==> src/rtl/adc_sif_pkg.sv <==
package adc_sif_pkg;

    localparam int unsigned FRAME_CLKS = 16;
    localparam int unsigned CMD_W      = 4;
    localparam int unsigned RES_W      = 16;
    localparam int unsigned PULSE_AT   = 11;
    localparam int unsigned SYNC_STG   = 2;

    typedef enum logic [1:0] {
        ST_IDLE  = 2'd0,
        ST_ARMED = 2'd1,
        ST_RUN   = 2'd2,
        ST_HOLD  = 2'd3
    } frame_st_e;

    typedef struct packed {
        logic cs_n;
        logic fs;
        logic sclk;
        logic sdi;
    } pins_t;

    localparam pins_t PINS_RST = '{cs_n: 1'b1, fs: 1'b0, sclk: 1'b0, sdi: 1'b0};

    function automatic logic chan_ok(input logic [CMD_W-1:0] cmd);
        return cmd[CMD_W-1] == 1'b0;
    endfunction

endpackage

==> src/rtl/sif_sync.sv <==
module sif_sync #(
    parameter int unsigned W      = 4,
    parameter int unsigned STAGES = 2,
    parameter logic [W-1:0] RST_VAL = '0
) (
    input  logic         clk,
    input  logic         rst,
    input  logic [W-1:0] d,
    output logic [W-1:0] q
);
    if (STAGES <= 1) begin : g_single
        logic [W-1:0] stg_q;
        always_ff @(posedge clk) begin
            if (rst) stg_q <= RST_VAL;
            else     stg_q <= d;
        end
        assign q = stg_q;
    end else begin : g_chain
        logic [STAGES-1:0][W-1:0] stg_q;
        always_ff @(posedge clk) begin
            if (rst) stg_q <= {STAGES{RST_VAL}};
            else     stg_q <= {stg_q[STAGES-2:0], d};
        end
        assign q = stg_q[STAGES-1];
    end
endmodule

==> src/rtl/sif_frame_ctrl.sv <==
module sif_frame_ctrl
    import adc_sif_pkg::*;
#(
    parameter int unsigned N_CLKS = FRAME_CLKS,
    parameter int unsigned P_AT   = PULSE_AT,
    localparam int unsigned CW    = $clog2(N_CLKS)
) (
    input  logic          clk,
    input  logic          rst,
    input  logic          cs_n_s,
    input  logic          fs_s,
    input  logic          sclk_s,
    input  logic          conv_en,
    output logic          start,
    output logic          run_rise,
    output logic          run_fall,
    output logic [CW-1:0] cnt,
    output logic          active,
    output logic          sel,
    output logic          sample_pulse,
    output logic          conv_tick
);
    frame_st_e     st_q;
    logic [CW-1:0] cnt_q;
    logic          cs_prev_q, fs_prev_q, sclk_prev_q;
    logic          sel_q, pulse_q, tick_q;
    logic          cs_fall, fs_rise, sclk_rise, sclk_fall, arm;

    assign cs_fall   = cs_prev_q & ~cs_n_s;
    assign fs_rise   = ~fs_prev_q & fs_s;
    assign sclk_rise = ~sclk_prev_q & sclk_s;
    assign sclk_fall = sclk_prev_q & ~sclk_s;

    // Framing event: chip-select fall with sync high, or sync rise while selected
    assign start    = ~cs_n_s & (cs_fall ? fs_s : fs_rise);
    assign arm      = cs_fall & ~fs_s;
    assign run_rise = (st_q == ST_RUN) & sclk_rise & ~start;
    assign run_fall = (st_q == ST_RUN) & sclk_fall & ~start & (cnt_q != '0);

    always_ff @(posedge clk) begin
        if (rst) begin
            cs_prev_q   <= 1'b1;
            fs_prev_q   <= 1'b0;
            sclk_prev_q <= 1'b0;
            st_q        <= ST_IDLE;
            cnt_q       <= '0;
            sel_q       <= 1'b0;
            pulse_q     <= 1'b0;
            tick_q      <= 1'b0;
        end else begin
            cs_prev_q   <= cs_n_s;
            fs_prev_q   <= fs_s;
            sclk_prev_q <= sclk_s;
            sel_q       <= ~cs_n_s;
            pulse_q     <= run_rise && (cnt_q == CW'(P_AT - 1));
            tick_q      <= conv_en & sclk_rise;
            if (cs_n_s) begin
                st_q  <= ST_IDLE;
                cnt_q <= '0;
            end else if (start) begin
                st_q  <= ST_RUN;
                cnt_q <= '0;
            end else if (arm) begin
                st_q  <= ST_ARMED;
                cnt_q <= '0;
            end else if (run_rise) begin
                if (cnt_q == CW'(N_CLKS - 1)) st_q  <= ST_HOLD;
                else                          cnt_q <= cnt_q + 1'b1;
            end
        end
    end

    assign cnt          = cnt_q;
    assign active       = (st_q == ST_RUN);
    assign sel          = sel_q;
    assign sample_pulse = pulse_q;
    assign conv_tick    = tick_q;

    p_deselect_idle_r1: assert property (@(posedge clk) disable iff (rst)
        cs_n_s |=> (st_q == ST_IDLE && !sel_q));
    p_armed_no_count_r3: assert property (@(posedge clk) disable iff (rst)
        (st_q == ST_ARMED) |-> (cnt_q == '0));
    p_count_sat_r7: assert property (@(posedge clk) disable iff (rst)
        (st_q == ST_HOLD) |-> (cnt_q == CW'(N_CLKS - 1)));
    p_pulse_at_edge_r8: assert property (@(posedge clk) disable iff (rst)
        pulse_q |-> (st_q == ST_RUN && cnt_q == CW'(P_AT)));
    p_restart_r9: assert property (@(posedge clk) disable iff (rst)
        start |=> (st_q == ST_RUN && cnt_q == '0));
endmodule

==> src/rtl/sif_shifter.sv <==
module sif_shifter
    import adc_sif_pkg::*;
#(
    parameter int unsigned CMD_BITS = CMD_W,
    parameter int unsigned RES_BITS = RES_W,
    parameter int unsigned CW       = 4
) (
    input  logic                clk,
    input  logic                rst,
    input  logic                start,
    input  logic                run_rise,
    input  logic                run_fall,
    input  logic [CW-1:0]       cnt,
    input  logic                active,
    input  logic                sdi_s,
    input  logic [RES_BITS-1:0] result,
    output logic                sdo,
    output logic [CMD_BITS-1:0] cmd,
    output logic                cmd_valid
);
    logic [CMD_BITS-1:0] cmd_sh_q, cmd_q;
    logic [RES_BITS-1:0] res_sh_q;
    logic                valid_q;

    always_ff @(posedge clk) begin
        if (rst) begin
            cmd_sh_q <= '0;
            cmd_q    <= '0;
            res_sh_q <= '0;
            valid_q  <= 1'b0;
        end else begin
            if (start) begin
                res_sh_q <= result;
                valid_q  <= 1'b0;
            end else begin
                if (run_fall) res_sh_q <= {res_sh_q[RES_BITS-2:0], 1'b0};
                if (run_rise && cnt < CW'(CMD_BITS)) begin
                    cmd_sh_q <= {cmd_sh_q[CMD_BITS-2:0], sdi_s};
                    if (cnt == CW'(CMD_BITS - 1)) begin
                        cmd_q   <= {cmd_sh_q[CMD_BITS-2:0], sdi_s};
                        valid_q <= 1'b1;
                    end
                end
            end
        end
    end

    assign sdo       = active & res_sh_q[RES_BITS-1];
    assign cmd       = cmd_q;
    assign cmd_valid = valid_q;

    p_cmd_done_r4: assert property (@(posedge clk) disable iff (rst)
        $rose(valid_q) |-> (cnt == CW'(CMD_BITS)));
    p_cmd_stable_r1: assert property (@(posedge clk) disable iff (rst)
        !$past(run_rise) |-> $stable(cmd_q));
endmodule

==> src/rtl/adc_sif_top.sv <==
module adc_sif_top
    import adc_sif_pkg::*;
#(
    parameter int unsigned N_CLKS   = FRAME_CLKS,
    parameter int unsigned CMD_BITS = CMD_W,
    parameter int unsigned RES_BITS = RES_W,
    parameter int unsigned P_AT     = PULSE_AT,
    localparam int unsigned CW      = $clog2(N_CLKS)
) (
    input  logic                clk,
    input  logic                rst,
    input  logic                cs_n,
    input  logic                fs,
    input  logic                sclk,
    input  logic                sdi,
    input  logic                conv_en,
    input  logic [RES_BITS-1:0] result_i,
    output logic                sdo,
    output logic                sdo_oe,
    output logic                cycle_active,
    output logic                sample_pulse,
    output logic                conv_tick,
    output logic [CMD_BITS-1:0] cmd_o,
    output logic                cmd_valid,
    output logic [CMD_BITS-2:0] chan_o,
    output logic                chan_valid
);
    pins_t         raw, syn;
    logic          start, run_rise, run_fall, active;
    logic [CW-1:0] cnt;

    assign raw = '{cs_n: cs_n, fs: fs, sclk: sclk, sdi: sdi};

    sif_sync #(.W($bits(pins_t)), .STAGES(SYNC_STG), .RST_VAL(PINS_RST)) u_sync (
        .clk(clk), .rst(rst), .d(raw), .q(syn)
    );

    sif_frame_ctrl #(.N_CLKS(N_CLKS), .P_AT(P_AT)) u_ctrl (
        .clk(clk), .rst(rst), .cs_n_s(syn.cs_n), .fs_s(syn.fs), .sclk_s(syn.sclk),
        .conv_en(conv_en), .start(start), .run_rise(run_rise), .run_fall(run_fall),
        .cnt(cnt), .active(active), .sel(sdo_oe), .sample_pulse(sample_pulse),
        .conv_tick(conv_tick)
    );

    sif_shifter #(.CMD_BITS(CMD_BITS), .RES_BITS(RES_BITS), .CW(CW)) u_shift (
        .clk(clk), .rst(rst), .start(start), .run_rise(run_rise), .run_fall(run_fall),
        .cnt(cnt), .active(active), .sdi_s(syn.sdi), .result(result_i),
        .sdo(sdo), .cmd(cmd_o), .cmd_valid(cmd_valid)
    );

    assign cycle_active = active;
    assign chan_o       = cmd_o[CMD_BITS-2:0];
    assign chan_valid   = cmd_valid & chan_ok(cmd_o);

    p_chan_needs_cmd_r5: assert property (@(posedge clk) disable iff (rst)
        chan_valid |-> (cmd_valid && !cmd_o[CMD_BITS-1]));
endmodule

==> config.mk <==
export PLATFORM = sky130hd
export DESIGN_NAME = adc_sif_top
export DESIGN_NICKNAME = d
export VERILOG_FILES = /design/src/rtl/adc_sif_pkg.sv /design/src/rtl/sif_sync.sv /design/src/rtl/sif_frame_ctrl.sv /design/src/rtl/sif_shifter.sv /design/src/rtl/adc_sif_top.sv
export SDC_FILE = /design/constraint.sdc
export NUM_CORES = 1
export LEC_CHECK = 0
export BUFFER_PORTS_ARGS = -buffer_cell sky130_fd_sc_hd__buf_4
export CORE_MARGIN = 10
export CORE_UTILIZATION = 54
export DETAILED_ROUTE_END_ITERATION = 12
export GPL_TIMING_DRIVEN = 0
export PLACE_DENSITY = 0.81
export SYNTH_ARGS = -nofsm -noshare
export SYNTH_HDL_FRONTEND = slang
export SYNTH_HIERARCHICAL = 1
export SYNTH_SLANG_ARGS = --single-unit
==> constraint.sdc <==
create_clock -name clk -period 2.22 [get_ports clk]
set_input_delay 0.222 -clock clk [delete_from_list [all_inputs] [get_ports clk]]
set_output_delay 0.222 -clock clk [all_outputs]
set_load 0.01 [all_outputs]
==> out/summary.txt, run 1 <==
Internal = 0.995 mW
Synth Area in Simple Gates = 20.3%
worst min-delay path class = primary input to register
GPL Wtd Cong = 0.792
post-DP HPWL = 2880 um
Fill cells = 264
Via Count = 1,406
Post-Syn Area = 1930 um2
n_diodes = 0
status = complete, no violations
pins over their slew limit = 0
Port Buffers = 36
post-synthesis sequential area ratio = 45.5%
max_cap viols = 0
CTS tree = built
Post-Synth XOR/XNOR Area = 0%
crit path max fanout = 10
largest family of logic cells by synthesized area = simple AND/OR/NAND/NOR gates
leakage power = 0.950 nW
Ys Warns = 6
crit path capture type = register
initial drt markers = 86
ys flop type = dfxtp_1
worst-case clock buffer depth = 2
initial antenna violation count = 0
# H-tree levels = 2
Final nets = 258
chip width = 79.9 um
cells after synthesis = 188
Core Rows = 21
Synth area leader = dfxtp_1
Global Route Usage Sum = 11.9%
cell with the most instances after synthesis = dfxtp_1
fin util = 69.1%
Peak Freq = 0.479 GHz
Placed Instance Area = 2260 um2
Initial Util = 57.1%
VDD IR-drop max = 0.452 mV
Net Sw Frac = 22.0%
worst setup path class = register to register
Required @ worst endpoint = 2.45 ns
Max-slew headroom = 70.7%
clock-pin slew on the worst setup and hold paths = 0.13 ns
mux contribution to synthesized area = 20.1%
Final Setup Violations = 0
Clock Latency Late Sink = 0.36 ns
total power = 1.28 mW
minimum clock period = 2.09 ns
largest net degree at the start of global routing = 14
Finished Cell Area = 2340 um2
sequential power share = 63.0%
layout cells sized above 1 = 34.3%
clock power share = 31.3%
vias per std cell = 5.04
Commonest cells post-synth = dfxtp_1 (44), nor2_1 (26), mux2i_1 (22), mux2_2 (15)
Post-Synth Adder-Cell Area = 1.94%
GR Overflow Total = 0
# clock sinks = 44
Synth Area in Compound Gates = 5.69%
top cells by area, synth = dfxtp_1 (46%), mux2i_1 (11%), mux2_2 (8.7%)
Async S/R FF share, synth = 0%
Final ANT Viol Nets = 0
syn_area_per_cell = 10.3 um2
Net Count, Synth = 214
# DRC = 0
DRT Pass-1 Iters = 7
Core Region = 3390 um2
Synth top area share = 45.5%
DIE AREA = 6380 um2
Fin Clk Skew = 0.0143 ns
worst-margin pin slew = 0.439 ns
chip height = 79.9 um
drt total wl = 3810 um
Routed WL per cell = 13.6 um
vias in the first global route = 1,378
CTS buffer count = 5
PwrDens = 545 nW/um2
Tcrit/Tclk final = 94.1%
startpoint type of the worst setup path = register
unique cell type count in the Yosys netlist = 35
io pins = 37
Synth-to-Final Area Change = 21.1%
total net switching power = 0.281 mW
Root Buffer = clkbuf_4
first-pass GRT wire length = 6210 um
Gate power share = 5.6%
Hold Fails Final Rpt = 0
number of synthesized flops with an enable pin = 0
WP data arrival = 2.32 ns
Seq cells post-synth = 44
stage by stage:
step	TNS (ns)	setup slack, ns	hold slack (ns)	instances
after floorplan	0	0.203	0.294	188
after global placement	-0.164	-0.0261	0.389	270
after detailed placement	-0.796	-0.0977	0.403	270
after CTS	0	0.0582	0.0448	279
after global routing	-0.221	-0.0573	0.0590	279
final	0	0.131	0.0538	279
cells by family (layout without fill, tap and decap cells):
family / count (synthesis) / in the layout
AND/OR/NAND/NOR: 68 / 68
AO/OA/AOI/OAI: 15 / 15
adder cells (fa/ha/maj): 3 / 3
buffers and inverters: 21 / 66
multiplexers: 37 / 37
flip-flops: 44 / 44
final timing paths:
check	from	end	slack [ns]	cells after the start
worst max-delay path	u_ctrl/cnt[2]	u_shift/res_sh_q[8]	0.13	7
worst min-delay path	cs_n	u_sync/g_chain.stg_q[3]	0.05	2
worst max register to register	u_ctrl/cnt[2]	u_shift/res_sh_q[8]	0.13	7
worst min register to register	u_sync/g_chain.stg_q[3]	u_sync/q[3]	0.43	1
registers in the layout (all words and copies together) (netlist names):
| register | flops |
|---|---|
| u_ctrl/cnt | 4 |
| u_ctrl/conv_tick | 1 |
| u_ctrl/cs_prev_q | 1 |
| u_ctrl/fs_prev_q | 1 |
| u_ctrl/sample_pulse | 1 |
| u_ctrl/sclk_prev_q | 1 |
| u_ctrl/sel | 1 |
| u_ctrl/st_q | 2 |
| u_shift/cmd | 4 |
| u_shift/cmd_sh_q | 3 |
| u_shift/cmd_valid | 1 |
| u_shift/res_sh_q | 16 |
| u_sync/g_chain.stg_q | 4 |
| u_sync/q | 4 |
timing repair:
item / 4_1_cts / 5_1_grt
pin swaps: 0 / 1
endpoints found under the setup margin: 9 / 15
hold buffers: 0 / 0
setup buffers: 1 / 0
gates resized for setup: 3 / 2
cell usage in the layout (no fill, tap or decap), drive strengths merged, types with 2 or more instances in the layout:
cell type  netlist  final
a21boi           2      2
a21oi            3      3
and3             3      3
buf             12     49
clkbuf           3      9
clkinv           0      2
dfxtp           44     44
ha               3      3
inv              6      6
mux2            15     15
mux2i           22     22
nand2            2      2
nand2b          10     10
nand3            4      4
nand4bb          2      2
nor2            27     27
nor2b           10     10
nor3             3      3
o21ai            4      4
or2              2      2
per-layer routing:
layer	up-vias	track usage [%]	share of wire (%)
met3	5	4.17	5.8
met5	-	0	0
met1	642	14.5	44
li1	718	-	-
met4	0	4.23	1.1
met2	41	18.9	49
final cells by class:
cell class                      instances  area [um2]  share of cell area [%]
Buffer                                 15         104                    4.43
Clock buffer                            6        51.3                    2.19
Clock inverter                          2        10.0                   0.427
Inverter                                6        22.5                   0.962
Multi-Input combinational cell        123         936                    40.0
Sequential cell                        44         883                    37.7
Tap cell                               46        57.6                    2.46
Timing Repair Buffer                   37         278                    11.9
power groups by stage:
stage          logic, mW  clock network [mW]  registers [mW]
6_report          0.0721               0.399           0.804
5_1_grt           0.0798               0.441           0.806
4_1_cts           0.0730               0.410           0.804
3_5_place_dp      0.0726                   0           0.822
3_3_place_gp      0.0713                   0           0.822
2_1_floorplan     0.0316                   0           0.822
critical path, cell delays in order (launching register included):
cell,delay [ns]
dfxtp_1,0.55
nor2_1,0.12
a2111oi_2,0.40
buf_2,0.18
buf_4,0.18
mux2_2,0.34
mux2i_1,0.14
nor2_1,0.05
No activity file was read; power rests on OpenSTA's default activity.
==> run 2, diff against run 1 <==
--- a/config.mk
+++ b/config.mk
@@ -11,6 +11,7 @@
 export DETAILED_ROUTE_END_ITERATION = 12
 export GPL_TIMING_DRIVEN = 0
 export PLACE_DENSITY = 0.81
+export RECOVER_POWER = 100
 export SYNTH_ARGS = -nofsm -noshare
 export SYNTH_HDL_FRONTEND = slang
 export SYNTH_HIERARCHICAL = 1
==> constraint.sdc (replaced) <==
create_clock -name clk -period 2.22 [get_ports clk]
set_input_delay 0.111 -clock clk [delete_from_list [all_inputs] [get_ports clk]]
set_output_delay 0.111 -clock clk [all_outputs]
set_load 0.01 [all_outputs]
==> run 2 against run 1 <==
Largest power group unchanged. Sequential share of layout area down 1.8 points. Non-clock buffer count increased by 19. Clock skew increased by 0.0028 ns. Combinational power is 37% higher. Hold slack got worse by 0.035 ns. First-iteration DRC count rose by 31%.
==> out/summary.txt, run 2 (synthesis gave the netlist of run 1 again) <==
status = complete, no violations
Hold Path End = u_shift/res_sh_q[14]
Placed Instance Area = 2260 um2
Via Count = 1,478
final setup margin = 0.164 ns
DIE AREA = 6380 um2
post-DP HPWL = 2880 um
HP Start = result_i[14]
Synth-to-Final Area Change = 27.2%
leakage power = 0.971 nW
Global Route Usage Sum = 13.2%
max FFs per register = 16
minimum clock period = 2.06 ns
worst-margin pin slew = 0.561 ns
worst-case clock buffer depth = 2
Initial Util = 57.1%
Final ANT Viol Nets = 0
io pins = 37
Fill cells = 248
Core Rows = 21
DRT Pass-1 Iters = 6
WP data arrival = 2.34 ns
R2R Setup Slk = 0.16 ns
first-pass GRT wire length = 6800 um
Reg-to-Reg Start = u_ctrl/st_q[0]
layout cells sized above 1 = 25.4%
Clock Latency Late Sink = 0.36 ns
Routed WL per cell = 14.3 um
worst setup path class = register to register
# H-tree levels = 2
Peak Freq = 0.486 GHz
Root Buffer = clkbuf_4
PwrDens = 530 nW/um2
Final Setup Violations = 0
worst reg2reg path depth = 7
Core Region = 3390 um2
CTS buffer count = 5
GR Overflow Total = 0
GPL Wtd Cong = 0.792
most frequent cells in the layout = dfxtp_1 (42), buf_4 (32), nor2_1 (27)
Port Buffers = 36
vias in the first global route = 1,494
CP Cell Sequence = nand4bb_1, a31o_1, inv_1, nor4b_4, and3_1, clkbuf_2, mux2i_1
VDD IR-drop max = 0.463 mV
# DRC = 0
Cell Count, Final, Fillers Out = 298
n_diodes = 0
pins over their slew limit = 0
reg2reg end = u_shift/cmd[1]
chip width = 79.9 um
startpoint type of the worst setup path = register
CTS tree = built
CP max stage cell = nor4b_4
DP Cell Count = 270
clock-pin slew on the worst setup and hold paths = 0.14 ns
Post-Place Setup Slack = -0.0977 ns
Max-slew headroom = 62.6%
leading cell type in the layout, fill and taps excluded = dfxtp_1
largest net degree at the start of global routing = 14
Fin Clk Skew = 0.0171 ns
Required @ worst endpoint = 2.50 ns
Final TNS setup = 0 ns
drt total wl = 4250 um
initial drt markers = 113
# clock sinks = 44
Tcrit/Tclk final = 92.6%
vias per std cell = 4.96
chip height = 79.9 um
Hold Crit Depth = 3
RSZ-0062 raised after global routing = false
Final nets = 277
Hold Fails Final Rpt = 0
max_cap viols = 0
CP max stage delay = 0.38 ns
Hold WS = 0.0191 ns
Top reg by flops = u_shift/res_sh_q
initial antenna violation count = 0
crit path capture type = register
crit path max fanout = 7
Finished Cell Area = 2460 um2
worst min-delay path class = primary input to register
-- run 2: metrics by stage --
| stage | power (mW) | util, % |
|---|---|---|
| 3_5_place_dp | 0.895 | 66.7 |
| 4_1_cts | 1.31 | 74.5 |
| 6_report | 1.30 | 72.6 |
| 5_1_grt | 1.35 | 72.6 |
| 3_3_place_gp | 0.893 | 66.7 |
| 2_1_floorplan | 0.853 | - |
-- run 2: worst max-delay path by stage --
stage / start / endpoint / slack [ns] / depth (start not counted)
floorplan: u_ctrl/st_q[0] / u_shift/res_sh_q[15] / 0.20 / 8
global placement: u_ctrl/cnt[0] / u_shift/res_sh_q[12] / -0.03 / 8
detailed placement: u_ctrl/cnt[0] / u_shift/res_sh_q[15] / -0.1 / 8
CTS: u_ctrl/cs_prev_q / u_shift/res_sh_q[8] / 0.06 / 9
global route: u_ctrl/cnt[2] / u_shift/res_sh_q[9] / 0.002 / 7
finish: u_ctrl/st_q[0] / u_shift/cmd[1] / 0.16 / 7
-- run 2: repair_timing --
item | CTS | global route
buffers inserted | 1 | 0
hold endpoints to repair | 20 | 0
setup endpoints to repair | 9 | 15
gates resized for setup | 3 | 2
hold buffers | 19 | 0
pin swaps | 0 | 1
-- run 2: report_power, final --
group	internal [mW]	switching [mW]
Clock	0.151	0.249
Combinational	0.0639	0.0351
Sequential	0.801	0.00392
Total	1.02	0.288
-- run 2: layout make-up --
| cell class | instances | area, um2 | share of cell area, % |
|---|---|---|---|
| plain buffers | 15 | 97.6 | 3.97 |
| repair buffers | 56 | 419 | 17.0 |
| clock inverters | 2 | 10.0 | 0.407 |
| flip-flops and latches | 44 | 883 | 35.9 |
| inverters | 6 | 22.5 | 0.915 |
| clock buffers | 6 | 51.3 | 2.08 |
| well taps | 46 | 57.6 | 2.34 |
| multi-input cells | 123 | 920 | 37.4 |
-- run 2: routing by layer --
| layer | track usage [%] | share of wire (%) |
|---|---|---|
| met1 | 15.0 | 43 |
| met5 | 0 | 0 |
| met4 | 4.58 | 0.45 |
| met3 | 4.50 | 5.1 |
| met2 | 22.6 | 51 |
-- run 2: worst max-delay path, delay by kind of cell (launching register included) --
kind	cells	cell delay, ns
AND/OR/NAND/NOR	3	0.77
buffers and inverters	2	0.37
flip-flops	1	0.36
AO/OA/AOI/OAI	1	0.28
multiplexers	1	0.19
==> run 3, diff against run 2 <==
--- a/config.mk
+++ b/config.mk
@@ -10,8 +10,9 @@
 export CORE_UTILIZATION = 54
 export DETAILED_ROUTE_END_ITERATION = 12
 export GPL_TIMING_DRIVEN = 0
-export PLACE_DENSITY = 0.81
+export PLACE_DENSITY = 0.8
 export RECOVER_POWER = 100
+export SLEW_MARGIN = 20
 export SYNTH_ARGS = -nofsm -noshare
 export SYNTH_HDL_FRONTEND = slang
 export SYNTH_HIERARCHICAL = 1
==> run 3 against run 2 <==
Hold slack improved by 0.42 ns. Critical path depth did not move. Largest power group unchanged. Non-clock buffer count rose by 2. Routed wire length rose by 3.6%. Critical endpoint is now u_shift/res_sh_q[13]. Register-to-register slack improved by 0.02 ns. First-iteration DRC count rose by 26%. Sequential power barely moved. Clock power rose by 33%. Critical path type unchanged. Combinational power barely moved. Highest routed layer unchanged.
==> out/summary.txt, run 3 (synthesis gave the netlist of run 1 again) <==
clock-pin slew on the worst setup and hold paths = 0.13 ns
FF+latch area = 882 um2
layout cells sized above 1 = 24.0%
Max-slew headroom = 61.4%
initial drt markers = 142
DIE AREA = 6380 um2
Final ANT Viol Nets = 0
crit path max fanout = 8
# H-tree levels = 2
GPL Wtd Cong = 0.869
worst reg2reg path depth = 7
worst min-delay path class = register to register
WP depth = 7
VDD IR-drop max = 0.454 mV
chip width = 79.9 um
Clock Latency Late Sink = 0.36 ns
startpoint type of the worst setup path = register
CTS tree = built
io pins = 37
# DRC = 0
most frequent cells in the layout = dfxtp_1 (43), buf_4 (31), nor2_1 (27)
WP data arrival = 2.29 ns
worst setup path class = register to register
crit path from = u_ctrl/cnt[1]
DP Cell Count = 270
CP max stage delay = 0.46 ns
Post-CTS Setup Bufs = 0
drt total wl = 4400 um
RSZ-0062 raised after global routing = false
Routed WL per cell = 14.7 um
fin util = 74.0%
Top reg by flops = u_shift/res_sh_q
Hold WS = 0.439 ns
first-pass GRT wire length = 7280 um
DRT Pass-1 Iters = 4
CP max stage cell = dfxtp_1
vias per std cell = 5.07
leading cell type in the layout, fill and taps excluded = dfxtp_1
Fill cells = 261
Port Buffers = 36
crit path capture type = register
Post-Place Setup Slack = -0.0654 ns
largest net degree at the start of global routing = 17
crit-path leading delay family = multiplexers
worst-case clock buffer depth = 2
# clock sinks = 44
vias in the first global route = 1,592
Core Rows = 21
Reg-to-Reg Start = u_ctrl/cnt[1]
Synth-to-Final Area Change = 29.6%
R2R Setup Slk = 0.19 ns
Global Route Usage Sum = 14.4%
Core Region = 3390 um2
Peak Freq = 0.491 GHz
minimum clock period = 2.03 ns
CTS buffer count = 5
leakage power = 0.979 nW
post-DP HPWL = 2890 um
Initial Util = 57.1%
CP Buf/Inv Count = 2
PwrDens = 574 nW/um2
initial antenna violation count = 0
Root Buffer = clkbuf_4
Via Count = 1,522
status = complete, no violations
Hold Fails Final Rpt = 0
Final nets = 279
GR Overflow Total = 0
CP Cell Sequence = inv_1, ha_1, a2111oi_2, buf_2, mux2_2, mux2i_1, nor2_1
pins over their slew limit = 0
capture point of the critical path = u_shift/res_sh_q[13]
worst-margin pin slew = 0.580 ns
Final Setup Violations = 0
Tcrit/Tclk final = 91.7%
reg2reg end = u_shift/res_sh_q[13]
Cell Count, Final, Fillers Out = 300
max FFs per register = 16
Multi-input gate area = 910 um2
max_cap viols = 0
Required @ worst endpoint = 2.47 ns
final setup margin = 0.185 ns
Fin Clk Skew = 0.0113 ns
n_diodes = 0
chip height = 79.9 um
==> run 3: cell types whose count changed in the layout (fill, tap and decap cells not counted), sizes merged <==
cell | before | now
bufinv | 0 | 1
clkbuf | 23 | 22
clkinv | 2 | 1
dlygate4sd3 | 19 | 22
==> run 3: metal layers <==
metal	GRT usage, %	vias up	part of all wire [%]
li1	-	760	-
met1	14.4	718	40
met2	25.5	35	51
met3	6.42	9	6.8
met4	5.46	0	2.1
met5	0	-	0
==> run 3: worst reg2reg max path, stage by stage (launching register included) <==
cell and delay, ns:
dfxtp_1 0.46, inv_1 0.07, ha_1 0.20, a2111oi_2 0.35
buf_2 0.29, mux2_2 0.37, mux2i_1 0.12, nor2_1 0.06
==> run 3: worst min path at each step <==
stage / from / to / slack [ns] / cells after the start
after detailed placement: cs_n / u_sync/g_chain.stg_q[3] / 0.30 / 2
after global placement: cs_n / u_sync/g_chain.stg_q[3] / 0.29 / 2
after floorplan: rst / u_ctrl/fs_prev_q / 0.18 / 1
after CTS: result_i[13] / u_shift/res_sh_q[13] / 0.001 / 3
after global routing: u_sync/g_chain.stg_q[0] / u_sync/q[0] / 0.46 / 1
final: u_sync/g_chain.stg_q[3] / u_sync/q[3] / 0.44 / 1
==> run 3: report_power, final <==
part,total [mW],switching [mW],internal [mW]
combinational,0.102,0.0346,0.0670
sequential,0.805,0.00389,0.801
clock,0.534,0.264,0.270
total,1.44,0.303,1.14
==> run 3: final cells by class <==
class	instances	area share, %
Clock buffer	6	2.05
Sequential cell	44	35.2
Clock inverter	2	1.55
Tap cell	46	2.30
Multi-Input combinational cell	123	36.3
Buffer	14	3.94
Timing Repair Buffer	59	17.8
Inverter	6	0.898
==> run 3: per-stage QoR <==
| step | setup TNS (ns) | power (mW) | area [um2] |
|---|---|---|---|
| after detailed placement | -0.396 | 0.894 | 2260 |
| after CTS | 0 | 1.45 | 2550 |
| after global placement | -0.0115 | 0.892 | 2260 |
| final | 0 | 1.44 | 2510 |
| after global routing | 0 | 1.49 | 2510 |
| after floorplan | 0 | 0.853 | 1930 |
==> run 3: timing repair <==
action                                  in CTS  in global routing
endpoints found under the setup margin       9                 15
hold buffers                                20                  2
cloned                                       0                  1
hold endpoints to repair                    20                  2
resized for setup                            0                  7
pin swaps                                    0                  1
